`src/rtl/lpwm_pkg.sv`:
```
package lpwm_pkg;
  // Smallest period the counter supports: one clock high, one clock low.
  localparam int unsigned PERIOD_FLOOR = 2;
  // Fixed-point fraction bits of the line sample (full scale = 2**FRAC_BITS).
  localparam int unsigned FRAC_BITS    = 12;
endpackage

```
`src/rtl/lpwm_sample_hold.sv`:
```
module lpwm_sample_hold #(
  parameter int unsigned SAMPLE_W = 12
) (
  input  logic                clk,
  input  logic                rst,
  input  logic [SAMPLE_W-1:0] sample_in,
  input  logic                sample_vld,
  output logic [SAMPLE_W-1:0] sample_q
);
  always_ff @(posedge clk) begin
    if (rst)             sample_q <= '0;
    else if (sample_vld) sample_q <= sample_in;
  end
endmodule

```
`src/rtl/lpwm_period_calc.sv`:
```
module lpwm_period_calc
  import lpwm_pkg::*;
#(
  parameter int unsigned SAMPLE_W     = 12,
  parameter int unsigned SCALE_W      = 16,
  parameter int unsigned CNT_W        = 16,
  parameter bit          REG_PRODUCT  = 1'b1,
  parameter int unsigned RESET_PERIOD = 1500
) (
  input  logic                clk,
  input  logic                rst,
  input  logic [SAMPLE_W-1:0] sample_q,
  input  logic [SCALE_W-1:0]  scale,
  input  logic [CNT_W-1:0]    bias,
  input  logic [CNT_W-1:0]    lim_lo,
  input  logic [CNT_W-1:0]    lim_hi,
  output logic [CNT_W-1:0]    period_q
);
  localparam int unsigned PROD_W = SAMPLE_W + SCALE_W;
  localparam int unsigned TERM_W = PROD_W - FRAC_BITS;
  localparam int unsigned WIDE_W = ((TERM_W > CNT_W) ? TERM_W : CNT_W) + 1;

  logic [PROD_W-1:0] prod_c;
  logic [PROD_W-1:0] prod_s;
  logic [TERM_W-1:0] term;
  logic [WIDE_W-1:0] raw, hi_x, lo_x, cap_hi, cap_lo, floored;

  assign prod_c = PROD_W'(sample_q) * PROD_W'(scale);

  // Optional pipeline stage after the multiplier, picked by parameter.
  generate
    if (REG_PRODUCT) begin : g_prod_reg
      always_ff @(posedge clk) begin
        if (rst) prod_s <= '0;
        else     prod_s <= prod_c;
      end
    end else begin : g_prod_comb
      assign prod_s = prod_c;
    end
  endgenerate

  assign term = prod_s[PROD_W-1:FRAC_BITS];

  always_comb begin
    raw     = WIDE_W'(bias) + WIDE_W'(term);
    hi_x    = WIDE_W'(lim_hi);
    lo_x    = WIDE_W'(lim_lo);
    cap_hi  = (raw > hi_x) ? hi_x : raw;
    cap_lo  = (cap_hi < lo_x) ? lo_x : cap_hi;
    floored = (cap_lo < WIDE_W'(PERIOD_FLOOR)) ? WIDE_W'(PERIOD_FLOOR) : cap_lo;
  end

  always_ff @(posedge clk) begin
    if (rst) period_q <= CNT_W'(RESET_PERIOD);
    else     period_q <= floored[CNT_W-1:0];
  end
endmodule

```
`src/rtl/lpwm_counter.sv`:
```
module lpwm_counter #(
  parameter int unsigned CNT_W        = 16,
  parameter int unsigned RESET_PERIOD = 1500
) (
  input  logic             clk,
  input  logic             rst,
  input  logic [CNT_W-1:0] period_next,
  input  logic [CNT_W-1:0] cmp_next,
  output logic [CNT_W-1:0] cnt,
  output logic [CNT_W-1:0] per_act,
  output logic [CNT_W-1:0] cmp_act,
  output logic             pwm,
  output logic             start
);
  logic             wrap;
  logic [CNT_W-1:0] cnt_inc;

  assign wrap    = (cnt == per_act - CNT_W'(1));
  assign cnt_inc = cnt + CNT_W'(1);

  always_ff @(posedge clk) begin
    if (rst) begin
      cnt     <= '0;
      per_act <= CNT_W'(RESET_PERIOD);
      cmp_act <= '0;
      pwm     <= 1'b0;
      start   <= 1'b0;
    end else if (wrap) begin
      cnt     <= '0;
      per_act <= period_next;
      cmp_act <= cmp_next;
      pwm     <= (cmp_next != '0);
      start   <= 1'b1;
    end else begin
      cnt     <= cnt_inc;
      pwm     <= (cnt_inc < cmp_act);
      start   <= 1'b0;
    end
  end
endmodule

```
`src/rtl/line_pwm_timebase.sv`:
```
module line_pwm_timebase #(
  parameter int unsigned SAMPLE_W     = 12,
  parameter int unsigned SCALE_W      = 16,
  parameter int unsigned CNT_W        = 16,
  parameter bit          REG_PRODUCT  = 1'b1,
  parameter int unsigned RESET_PERIOD = 1500
) (
  input  logic                clk,
  input  logic                rst,
  input  logic [SAMPLE_W-1:0] line_sample,
  input  logic                line_valid,
  input  logic [CNT_W-1:0]    duty_cmp,
  input  logic [CNT_W-1:0]    bias_period,
  input  logic [SCALE_W-1:0]  span_scale,
  input  logic [CNT_W-1:0]    limit_lo,
  input  logic [CNT_W-1:0]    limit_hi,
  output logic                pwm_out,
  output logic                cycle_start
);
  logic [SAMPLE_W-1:0] samp_w;
  logic [CNT_W-1:0]    per_next_w, cnt_w, per_act_w, cmp_act_w;

  lpwm_sample_hold #(.SAMPLE_W(SAMPLE_W)) u_hold (
    .clk(clk), .rst(rst), .sample_in(line_sample),
    .sample_vld(line_valid), .sample_q(samp_w)
  );

  lpwm_period_calc #(
    .SAMPLE_W(SAMPLE_W), .SCALE_W(SCALE_W), .CNT_W(CNT_W),
    .REG_PRODUCT(REG_PRODUCT), .RESET_PERIOD(RESET_PERIOD)
  ) u_calc (
    .clk(clk), .rst(rst), .sample_q(samp_w), .scale(span_scale),
    .bias(bias_period), .lim_lo(limit_lo), .lim_hi(limit_hi),
    .period_q(per_next_w)
  );

  lpwm_counter #(.CNT_W(CNT_W), .RESET_PERIOD(RESET_PERIOD)) u_cnt (
    .clk(clk), .rst(rst), .period_next(per_next_w), .cmp_next(duty_cmp),
    .cnt(cnt_w), .per_act(per_act_w), .cmp_act(cmp_act_w),
    .pwm(pwm_out), .start(cycle_start)
  );
endmodule

```
`config.mk`:
```
export PLATFORM = sky130hd
export DESIGN_NAME = line_pwm_timebase
export DESIGN_NICKNAME = d
export VERILOG_FILES = /design/src/rtl/lpwm_pkg.sv /design/src/rtl/lpwm_sample_hold.sv /design/src/rtl/lpwm_period_calc.sv /design/src/rtl/lpwm_counter.sv /design/src/rtl/line_pwm_timebase.sv
export SDC_FILE = /design/constraint.sdc
export NUM_CORES = 1
export LEC_CHECK = 0
export ABC_AREA = 1
export BUFFER_PORTS_ARGS = -buffer_cell sky130_fd_sc_hd__buf_2
export CAP_MARGIN = 20
export CORE_ASPECT_RATIO = 1.25
export CORE_MARGIN = 8
export CORE_UTILIZATION = 57
export CTS_BUF_LIST = sky130_fd_sc_hd__clkbuf_16
export DETAILED_ROUTE_END_ITERATION = 6
export PLACE_DENSITY = 0.78
export SETUP_SLACK_MARGIN = 0.02
export SLEW_MARGIN = 25
export SYNTH_ARGS = -nofsm -noshare
export SYNTH_HDL_FRONTEND = slang
export SYNTH_SLANG_ARGS = --single-unit
```
`constraint.sdc`:
```
create_clock -name clk -period 11.4 [get_ports clk]
set_clock_uncertainty 0.1 [all_clocks]
set_input_delay 2.28 -clock clk [delete_from_list [all_inputs] [get_ports clk]]
set_output_delay 2.28 -clock clk [all_outputs]
set_load 0.005 [all_outputs]
```
Word level (Yosys, flattened, before mapping) --
Cells that the tools add are included.
Operators by class: add/subtract/negate cells 3, $mul 1, magnitude comparators 4, eq/ne operators 1, muxes and demuxes 5, reduce and logical (&&, ||, !) cells 3
Operators by type and width (number):
- $mux 17 | 2
- $mul 12x16->28 | 1
- $add 16x16->17 | 1
- $gt 17x16->1 | 1
- $lt 17x16->1 | 1
- $lt 17x2->1 const B | 1
- $add 16x1->16 const B | 1
- $eq 16x16->1 | 1
- $lt 16x16->1 | 1
- $reduce_bool 16->1 | 1
- $sub 16x1->16 const B | 1
- $mux 11 | 1
- $reduce_or 2->1 | 2
- $mux 1 | 2
Storage, ports and cells: flip-flop bits (word level) 106, input port bits 95, logic and storage cells 26

Logic depth before layout (Yosys ltp) --
Gate-level depths: netlist of run 1.
depth in word-level cells 7, depth in mapped cells 41

Hierarchy --
From an unflattened synthesis of run 1, not the netlist that was laid out.
Second synthesis, totals: cell total of the unflattened synthesis 1718, area, all modules 12240.5 um^2
Modules (own cells, without submodules):
- lpwm_period_calc | times used 1, cells each 1221, area an instance 8812.2 um^2, seq. area each 640.6 um^2
- lpwm_counter | times used 1, cells each 421, area an instance 2931.6 um^2, seq. area each 1001.0 um^2
- lpwm_sample_hold | times used 1, cells each 76, area an instance 496.7 um^2, seq. area each 240.2 um^2

Worst setup path before layout of run 1 --
No wires, ideal clock.
path type input -> register, start point in bias_period[0], end point reg u_calc.period_q[15], library setup time 0.118 ns, arrival 6.858 ns, data required time 11.182 ns, slack 4.325 ns, cell stages on the path 40, cells stage by stage ha_1 > inv_1 > fa_1 > o211ai_2 > nand2_1 > nand2_2 > nand3_1 > nand2_1 > xor2_1 > ha_1 > nand2_1 > inv_1 > nand2_1 > nor2_1 > a21oi_1 > nand2_1 > nand2_1 > nand2_1 > (+4 left out) > nor2_1 > a21oi_1 > inv_1 > ha_1 > nand2_1 > nor2_1 > nand4_1 > nor4_1 > nand2_4 > nand2_4 > buf_6 > nand2_1 > o21ai_1 > nand3_1 > nor2_1 > nand2_1 > nand2_2 > nor2_1
Between the ends: word-level cells in the longest chain between the ends 7
Ends and longest elaborated chain:
- start, declared | line line_pwm_timebase.sv:13 | input logic [CNT_W-1:0] bias_period,
- $add 16x16->17 (*) | line lpwm_period_calc.sv:45 | raw = WIDE_W'(bias) + WIDE_W'(term);
- $gt 17x16->1 | line lpwm_period_calc.sv:48 | cap_hi = (raw > hi_x) ? hi_x : raw;
- $mux 17 (*) | line lpwm_period_calc.sv:48
- $lt 17x16->1 | line lpwm_period_calc.sv:49 | cap_lo = (cap_hi < lo_x) ? lo_x : cap_hi;
- $mux 17 (*) | line lpwm_period_calc.sv:49
- $lt 17x2->1 | line lpwm_period_calc.sv:50 | floored = (cap_lo < WIDE_W'(PERIOD_FLOOR)) ? WIDE_W'(PERIOD_FLOOR) : cap_lo;
- $reduce_or 2->1 (no source line)
- end signal, assigned | line lpwm_period_calc.sv:54 | if (rst) period_q <= CNT_W'(RESET_PERIOD);
- end signal, assigned | line lpwm_period_calc.sv:55 | else period_q <= floored[CNT_W-1:0];
- end, declared | line lpwm_period_calc.sv:17 | output logic [CNT_W-1:0] period_q
Every way passes the cells marked *; elsewhere a longest branch is shown, timed or not. A chain may end at the register's enable or synchronous reset.

Worst setup path after layout of run 1 --
start point in bias_period[4], end point reg u_calc.period_q[0]
Same word-level chain as after synthesis.

==> results of run 1 <==
logic make-up (layout without fill, tap and decap cells):
group | Yosys count | in the layout | synth area share
buffers and inverters | 396 | 452 | 0.129
and+or+nand+nor | 575 | 575 | 0.200
xor gates and xnor gates | 53 | 53 | 0.0398
AOI/OAI and AO/OA | 193 | 193 | 0.0943
DFF | 94 | 94 | 0.161
muxes | 1 | 1 | 0.000965
adders and majority gates | 266 | 266 | 0.375
cells in the final DEF (no fill, tap or decap), drive strengths merged, types with 4 or more instances in the layout:
cell / netlist / routed
inv: 338 / 342
dfxtp: 94 / 94
nand4: 15 / 15
a21oi: 78 / 78
buf: 7 / 97
clkinv: 1 / 4
fa: 140 / 140
ha: 126 / 126
nor3: 16 / 16
a31oi: 4 / 4
xnor2: 19 / 19
nand3: 41 / 41
o21a: 10 / 10
nand2: 380 / 380
clkbuf: 50 / 9
xor2: 34 / 34
nor4: 7 / 7
o21bai: 6 / 6
o21ai: 74 / 74
nor2: 113 / 113
sequential cells by signal, summed over array words and instances, names as in the netlist:
signal           flops
u_calc.prod_s       16
u_cnt.pwm            1
u_cnt.cmp_act       16
u_cnt.cnt           16
u_hold.sample_q     12
u_calc.period_q     16
u_cnt.start          1
u_cnt.per_act       16
final cells by class:
type / count / area [sq um]
fill: 1861 / 7520
clock buffer: 9 / 225
multi-input combinational: 1088 / 8290
tap: 270 / 338
inverter: 339 / 1270
clock inverter: 7 / 86.3
timing repair buffer: 97 / 488
sequential: 94 / 1880
through the flow:
step,cell area (sq um),worst slack (ns),utilization
CTS,12600,3.55,0.626
finish,12600,3.53,0.626
global placement,12300,3.24,0.610
floorplan,11700,4.32,-
detailed placement,12300,3.23,0.610
global route,12600,2.90,0.626
how the worst min path moves through the flow:
stage | from | end | slack, ns
after floorplan | u_calc.period_q[12]$_SDFF_PP0_ | u_cnt.per_act[12]$_SDFFE_PP0P_ | 0.30
after global routing | u_calc.period_q[12]$_SDFF_PP0_ | u_cnt.per_act[12]$_SDFFE_PP0P_ | 0.34
final | u_calc.period_q[12]$_SDFF_PP0_ | u_cnt.per_act[12]$_SDFFE_PP0P_ | 0.32
after CTS | u_calc.period_q[12]$_SDFF_PP0_ | u_cnt.per_act[12]$_SDFFE_PP0P_ | 0.32
after detailed placement | u_calc.period_q[12]$_SDFF_PP0_ | u_cnt.per_act[12]$_SDFFE_PP0P_ | 0.30
after global placement | u_calc.period_q[12]$_SDFF_PP0_ | u_cnt.per_act[12]$_SDFFE_PP0P_ | 0.31
metal layers:
layer,vias to the layer above,wire length (um),GRT usage
li1,4919,-,-
met3,59,1260,0.0259
met1,4788,10900,0.260
met5,-,0,0
met4,0,877,0.0931
met2,276,14700,0.420
worst max-delay path, delay by kind of cell:
family          cells  cell delay (ns)
buf+inv             3             0.28
simple gates       17             2.20
fa+ha+maj           3             0.96
xor+xnor            1             0.29
compound gates      8             1.96
report_power, final:
part,leakage (nW),total (mW),internal [mW],switching (mW)
Combinational,6.01,1.27,0.485,0.788
Sequential,0.770,0.411,0.378,0.0325
Clock,0.151,0.306,0.157,0.148
==> impl_metrics.json, run 1 <==
{
  "grt_max_degree": 39,
  "grt_pass1_vias": 10300,
  "r2r_slack_ns": 5.28,
  "ir_drop_mv": 0.105,
  "cts_root_buf": "clkbuf_16",
  "synth_area_leaders": "fa_1, dfxtp_1, ha_1, nand2_1, inv_1",
  "cpMostUsedCell": "nand2_1",
  "clock_latency_ns": 0.36,
  "drt_iter0_markers": 488,
  "drc": 0,
  "hp-class": "flop to flop",
  "yosys.area.top_type": "fa_1",
  "postCtsHoldBufs": 0,
  "criticalPathCategory": "primary input to flop",
  "cts-htree-levels": 3,
  "fp.dieArea_sq_um": 25300,
  "r2r_cells": 31,
  "finalSetupTns_ns": 0,
  "fmax_mhz": 127,
  "worst_r2r_endpoint": "u_calc.period_q[0]$_SDFF_PP0_",
  "period_minus_slack_ns": 7.87,
  "cpMaxStageDelayCell": "a2111oi_4",
  "power_density_nw_per_um2": 158,
  "dp_hpwl_mm": 22.7,
  "finalCritPeriodShare": 0.690,
  "cts_made_buffers": 9,
  "synthCells": 1578,
  "netlist.area_leader.share": 0.240,
  "endpoint": "u_calc.period_q[0]$_SDFF_PP0_",
  "antenna_found_initial": 0,
  "status": "completed",
  "post_cts_resize_count": 0,
  "startpoint_type": "primary input",
  "critPathMaxStageDelay_ns": 0.86,
  "nets": 1990,
  "globalplace.congestion": 0.927,
  "ant_nets": 0,
  "r2r-start": "u_calc.prod_s[16]$_SDFF_PP0_",
  "start_util": 0.580,
  "synthArstFlopShare": 0,
  "critPathMaxFanout": 31,
  "core_region_area_sq_um": 20100,
  "n_antenna_cell": 0,
  "hold_path_depth": 2,
  "worstMarginPinSlew_ns": 0.983,
  "fin_hold_ws_ns": 0.320,
  "cts_max_path_buffers": 2,
  "maxSlewHeadroom": 0.344,
  "die_h_um": 176,
  "drt-total-wl_mm": 27.7,
  "endpoint_kind": "flop",
  "ys_seq_elements": 94,
  "startpoint": "bias_period[4]",
  "cts_tree": "done",
  "dr_total_vias": 10000,
  "worstPathRequired_ns": 11.54,
  "yosysMostFrequentCell": "nand2_1",
  "synthToLayoutAreaGrowth_pct": 7.79,
  "hold_violations": 0,
  "yosys-top-cells-count": "nand2_1, inv_1, fa_1",
  "grt_first_pass_wirelength_mm": 46.8,
  "synth_edf_count": 0,
  "yosysUniqueCellTypes": 42,
  "syn_avg_cell_area_sq_um": 7.39,
  "dp.cells": 1888,
  "cts_setup_buffers": 0,
  "synthesis.nets": 1939,
  "ys.flop_type": "dfxtp_1",
  "vias_per_cell": 5.27,
  "netlist_area_sq_um": 11700,
  "rows": 58,
  "clkTransAtPathRegs_ns": 0.07,
  "p_leak_nw": 6.93,
  "first_pass_iters": 5,
  "ios": 97,
  "portBuffers": 96,
  "drive_gt1_frac": 0.0796,
  "max_cap_viol_count": 0,
  "ys_seq_area_frac": 0.161,
  "ys_warn_count": 0,
  "grt_usage": 0.228,
  "worstPathArrival_ns": 8.01,
  "grt_overflow": 0,
  "setup_viol": 0,
  "die_x_um": 144,
  "power_mw": 1.99,
  "clock-sinks": 94,
  "rsz0062_at_grt": "no",
  "drv_slew": 0,
  "avgRoutedWirePerCell_um": 14.6,
  "final_cells": 1904
}
Note: power is estimated with default switching activity, not from simulation.
==> run 2, diff against run 1 <==
==> constraint.sdc (replaced) <==
create_clock -name clk -period 8.1 [get_ports clk]
set_clock_uncertainty 0.1 [all_clocks]
set_input_delay 1.62 -clock clk [delete_from_list [all_inputs] [get_ports clk]]
set_output_delay 1.62 -clock clk [all_outputs]
set_load 0.005 [all_outputs]
==> run 2 against run 1 <==
Net effect: register-to-register slack got worse by 3.1 ns; hold slack improved by 0.015 ns; final cell count barely moved; final area barely moved.
==> impl_metrics.json, run 2 (synthesis results as in run 1) <==
{
  "rsz0062_at_grt": "no",
  "max_cap_viol_count": 0,
  "critPathMaxStageDelay_ns": 0.40,
  "hp-start": "u_calc.period_q[5]$_SDFF_PP0_",
  "drc": 0,
  "drv_slew": 0,
  "hp-class": "flop to flop",
  "cts_max_path_buffers": 2,
  "stdcell_area_sq_um": 12600,
  "clkTransAtPathRegs_ns": 0.08,
  "grt_usage": 0.228,
  "startpoint_type": "primary input",
  "clock-sinks": 94,
  "placed_area_sq_um": 12300,
  "seq_area_sq_um": 1880,
  "nFillCells": 1835,
  "cts_made_buffers": 9,
  "r2r-start": "u_calc.prod_s[16]$_SDFF_PP0_",
  "grt_max_degree": 39,
  "n_antenna_cell": 0,
  "finalSetupTns_ns": 0,
  "final_common_cell": "nand2_1",
  "globalplace.congestion": 0.936,
  "worstPathArrival_ns": 7.11,
  "ant_nets": 0,
  "dr_total_vias": 10000,
  "drive_gt1_frac": 0.0801,
  "setup_viol": 0,
  "core_region_area_sq_um": 20100,
  "ir_drop_mv": 0.129,
  "most-common-layout-cells": "nand2_1, inv_1, fa_1",
  "grt_overflow": 0,
  "finalCritPeriodShare": 0.861,
  "antenna_found_initial": 0,
  "cts_setup_buffers": 0,
  "cts_tree": "done",
  "multi_input_area_sq_um": 8290,
  "maxSlewHeadroom": 0.337,
  "vias_per_cell": 5.25,
  "critPathMaxFanout": 31,
  "fmax_mhz": 143,
  "post_cts_resize_count": 0,
  "clock_latency_ns": 0.36,
  "criticalPathCategory": "primary input to flop",
  "nets": 1991,
  "startpoint": "bias_period[4]",
  "ios": 97,
  "dp.cells": 1889,
  "rows": 58,
  "status": "completed",
  "die_x_um": 144,
  "period_minus_slack_ns": 6.98,
  "final_cells": 1905,
  "first_pass_iters": 4,
  "die_h_um": 176,
  "cts-htree-levels": 3,
  "drt-total-wl_mm": 27.7,
  "hold_violations": 0,
  "worstMarginPinSlew_ns": 0.994,
  "cts_root_buf": "clkbuf_16",
  "dp_slack_ns": 0.834,
  "fp.dieArea_sq_um": 25300,
  "dp_hpwl_mm": 22.7,
  "start_util": 0.580,
  "avgRoutedWirePerCell_um": 14.6,
  "grt_pass1_vias": 10300,
  "p_leak_nw": 6.94,
  "postCtsHoldBufs": 0,
  "grt_first_pass_wirelength_mm": 47.0,
  "portBuffers": 96,
  "cpMaxStageDelayCell": "nand2_2",
  "power_density_nw_per_um2": 225,
  "endpoint_kind": "flop",
  "final_util": 0.626,
  "worstPathRequired_ns": 8.23,
  "drt_iter0_markers": 536,
  "synthToLayoutAreaGrowth_pct": 7.81,
  "setup_ws_ns": 1.12
}
## run 2: changes by cell type in the layout (fill, tap and decap cells not counted), sizes merged
cell	previous run	this run
buf	97	98
inv	342	343
clkinv	4	3
## run 2: path summary, 6_finish.rpt
check | slack [ns] | endpoint | cells after the start
worst max-delay path | 1.12 | u_calc.period_q[9]$_SDFF_PP0_ | 34
worst min-delay path | 0.34 | u_cnt.per_act[5]$_SDFFE_PP0P_ | 2
worst max register to register | 2.21 | u_calc.period_q[9]$_SDFF_PP0_ | 33
worst min register to register | 0.34 | u_cnt.per_act[5]$_SDFFE_PP0P_ | 2
## run 2: cell type report
class,instances,area share
clock buffer,9,0.0179
clock inverter,7,0.00647
inverter,339,0.101
multi-input combinational,1088,0.659
sequential,94,0.150
tap,270,0.0269
timing repair buffer,98,0.0394
## run 2: where the power goes
part	internal, mW	switching (mW)
Sequential	0.533	0.0442
Clock	0.221	0.206
Combinational	0.690	1.13
## run 2: metal layers
layer  track usage  vias to the layer above  share of wire
met5             0                        -              0
met3        0.0268                       62          0.041
met4        0.0812                        0          0.025
met2         0.418                      254           0.53
met1         0.266                     4761           0.40
li1              -                     4926              -
## run 2: worst max-delay path: cells and delay by family
| family | cells | cell delay [ns] |
|---|---|---|
| fa+ha+maj | 3 | 0.94 |
| simple gates | 20 | 2.98 |
| buf+inv | 4 | 0.33 |
| xor+xnor | 1 | 0.20 |
| compound gates | 6 | 1.01 |
## run 2: per-stage QoR
step	total power, mW	hold WS (ns)
detailed placement	2.40	0.319
finish	2.83	0.335
global route	3.13	0.374
floorplan	1.96	0.296
CTS	2.84	0.338
global placement	2.36	0.307
==> run 3, diff against run 2 <==
--- a/config.mk
+++ b/config.mk
@@ -11,7 +11,6 @@
 export CORE_ASPECT_RATIO = 1.25
 export CORE_MARGIN = 8
 export CORE_UTILIZATION = 57
-export CTS_BUF_LIST = sky130_fd_sc_hd__clkbuf_16
 export DETAILED_ROUTE_END_ITERATION = 6
 export PLACE_DENSITY = 0.78
 export SETUP_SLACK_MARGIN = 0.02
==> constraint.sdc (replaced) <==
create_clock -name clk -period 6.7 [get_ports clk]
set_clock_uncertainty 0.1 [all_clocks]
set_input_delay 1.34 -clock clk [delete_from_list [all_inputs] [get_ports clk]]
set_output_delay 1.34 -clock clk [all_outputs]
set_load 0.005 [all_outputs]
==> run 3 against run 2 <==
Net effect: non-clock buffer count up 13; via count up 1.1%; global-route usage down 0.18 points; clock-buffer cell count unchanged; critical path type unchanged.
==> impl_metrics.json, run 3 (synthesis results as in run 1) <==
{
  "nFillCells": 1779,
  "cts-htree-levels": 3,
  "drt-total-wl_mm": 27.7,
  "clock-sinks": 94,
  "clkTransAtPathRegs_ns": 0.07,
  "period_minus_slack_ns": 6.44,
  "postCtsHoldBufs": 0,
  "core_region_area_sq_um": 20100,
  "hold_violations": 0,
  "critPathMaxStageDelay_ns": 0.37,
  "die_h_um": 176,
  "fmax_mhz": 155,
  "drive_gt1_frac": 0.0933,
  "r2r_slack_ns": 0.95,
  "worstPathArrival_ns": 6.58,
  "most-common-layout-cells": "nand2_1, inv_1, fa_1",
  "final_cells": 1920,
  "cpMaxStageDelayCell": "fa_2",
  "vias_per_cell": 5.27,
  "start_util": 0.580,
  "endpoint_kind": "flop",
  "maxSlewHeadroom": 0.324,
  "worstPathRequired_ns": 6.84,
  "cts_made_buffers": 9,
  "ir_drop_mv": 0.174,
  "nets": 2006,
  "p_leak_nw": 7.02,
  "placed_area_sq_um": 12300,
  "critPathMaxFanout": 14,
  "hp-class": "flop to flop",
  "fin_hold_ws_ns": 0.323,
  "globalplace.congestion": 0.919,
  "max_cap_viol_count": 0,
  "first_pass_iters": 5,
  "grt_usage": 0.226,
  "grt_overflow": 0,
  "dr_total_vias": 10100,
  "cts_root_buf": "clkbuf_16",
  "power_density_nw_per_um2": 273,
  "finalCritPeriodShare": 0.961,
  "cts_tree": "done",
  "ant_nets": 0,
  "final_common_cell": "nand2_1",
  "drt_iter0_markers": 471,
  "grt_first_pass_wirelength_mm": 46.8,
  "dp_hpwl_mm": 22.9,
  "ios": 97,
  "fp.dieArea_sq_um": 25300,
  "n_antenna_cell": 0,
  "grt_pass1_vias": 10400,
  "hold_path_depth": 2,
  "grt_max_degree": 39,
  "status": "completed",
  "antenna_found_initial": 0,
  "portBuffers": 96,
  "cpMostUsedCell": "nand2_1",
  "rows": 58,
  "drc": 0,
  "setup_viol": 0,
  "startpoint_type": "primary input",
  "dp.cells": 1894,
  "clock_latency_ns": 0.35,
  "r2r-start": "u_hold.sample_q[10]$_SDFFE_PP0P_",
  "hp-start": "u_calc.period_q[12]$_SDFF_PP0_",
  "cts_max_path_buffers": 2,
  "worstMarginPinSlew_ns": 1.01,
  "worst_r2r_endpoint": "u_calc.prod_s[24]$_SDFF_PP0_",
  "die_x_um": 144,
  "synthToLayoutAreaGrowth_pct": 9.21,
  "hold_end": "u_cnt.per_act[12]$_SDFFE_PP0P_",
  "stdcell_area_sq_um": 12700,
  "criticalPathCategory": "primary input to flop",
  "drv_slew": 0,
  "r2r_cells": 19,
  "avgRoutedWirePerCell_um": 14.4
}
[run 3: per-layer routing]
metal,vias to the layer above,GRT usage,share of wire,wire [um]
met5,-,0,0,0
met2,261,0.420,0.54,14900
met4,0,0.0883,0.029,807
li1,4961,-,-,-
met1,4831,0.253,0.39,10800
met3,62,0.0324,0.045,1250
[run 3: per-stage QoR]
step / TNS (ns) / utilization / setup WS [ns] / power (mW)
after CTS: 0 / 0.628 / 0.246 / 3.41
after global routing: -0.0862 / 0.634 / -0.0216 / 3.86
final: 0 / 0.634 / 0.264 / 3.48
after global placement: -0.244 / 0.612 / -0.0324 / 2.83
after floorplan: 0 / - / 0.565 / 2.37
after detailed placement: -0.561 / 0.612 / -0.0794 / 2.88
[run 3: worst max-delay path by stage]
stage	startpoint	endpoint	slack, ns	cells past startpoint
6_report	bias_period[0]	u_calc.period_q[0]$_SDFF_PP0_	0.26	35
2_1_floorplan	bias_period[0]	u_calc.period_q[15]$_SDFF_PP0_	0.56	40
4_1_cts	bias_period[0]	u_calc.period_q[0]$_SDFF_PP0_	0.25	35
3_5_place_dp	bias_period[0]	u_calc.period_q[14]$_SDFF_PP0_	-0.08	35
5_1_grt	bias_period[0]	u_calc.period_q[0]$_SDFF_PP0_	-0.02	35
3_3_place_gp	bias_period[0]	u_calc.period_q[15]$_SDFF_PP0_	-0.03	35
[run 3: layout make-up]
type / count / area [sq um] / area share
clock buffers: 9 / 225 / 0.0177
clock inverters: 7 / 86.3 / 0.00677
inverters: 339 / 1270 / 0.0999
multi-input cells: 1090 / 8340 / 0.654
flip-flops and latches: 94 / 1880 / 0.148
well taps: 270 / 338 / 0.0265
repair buffers: 111 / 601 / 0.0471
[run 3: worst max-delay path: cells and delay by family]
kind                       cells  cell delay (ns)
buffers and inverters          4             0.54
AOI/OAI and AO/OA              8             1.39
and+or+nand+nor               18             1.97
xor gates and xnor gates       1             0.15
adders and majority gates      4             1.17
[run 3: timing repair]
| item | in CTS | in global routing |
|---|---|---|
| endpoints found under the hold margin | 0 | 0 |
| resized for setup | 0 | 17 |
| buffers inserted | 0 | 8 |
| setup endpoints to repair | 0 | 9 |
[run 3: report_power, final]
part | switching (mW) | internal (mW) | leakage [nW]
clock | 0.251 | 0.268 | 0.151
combinational | 1.39 | 0.878 | 6.10
sequential | 0.0494 | 0.644 | 0.770
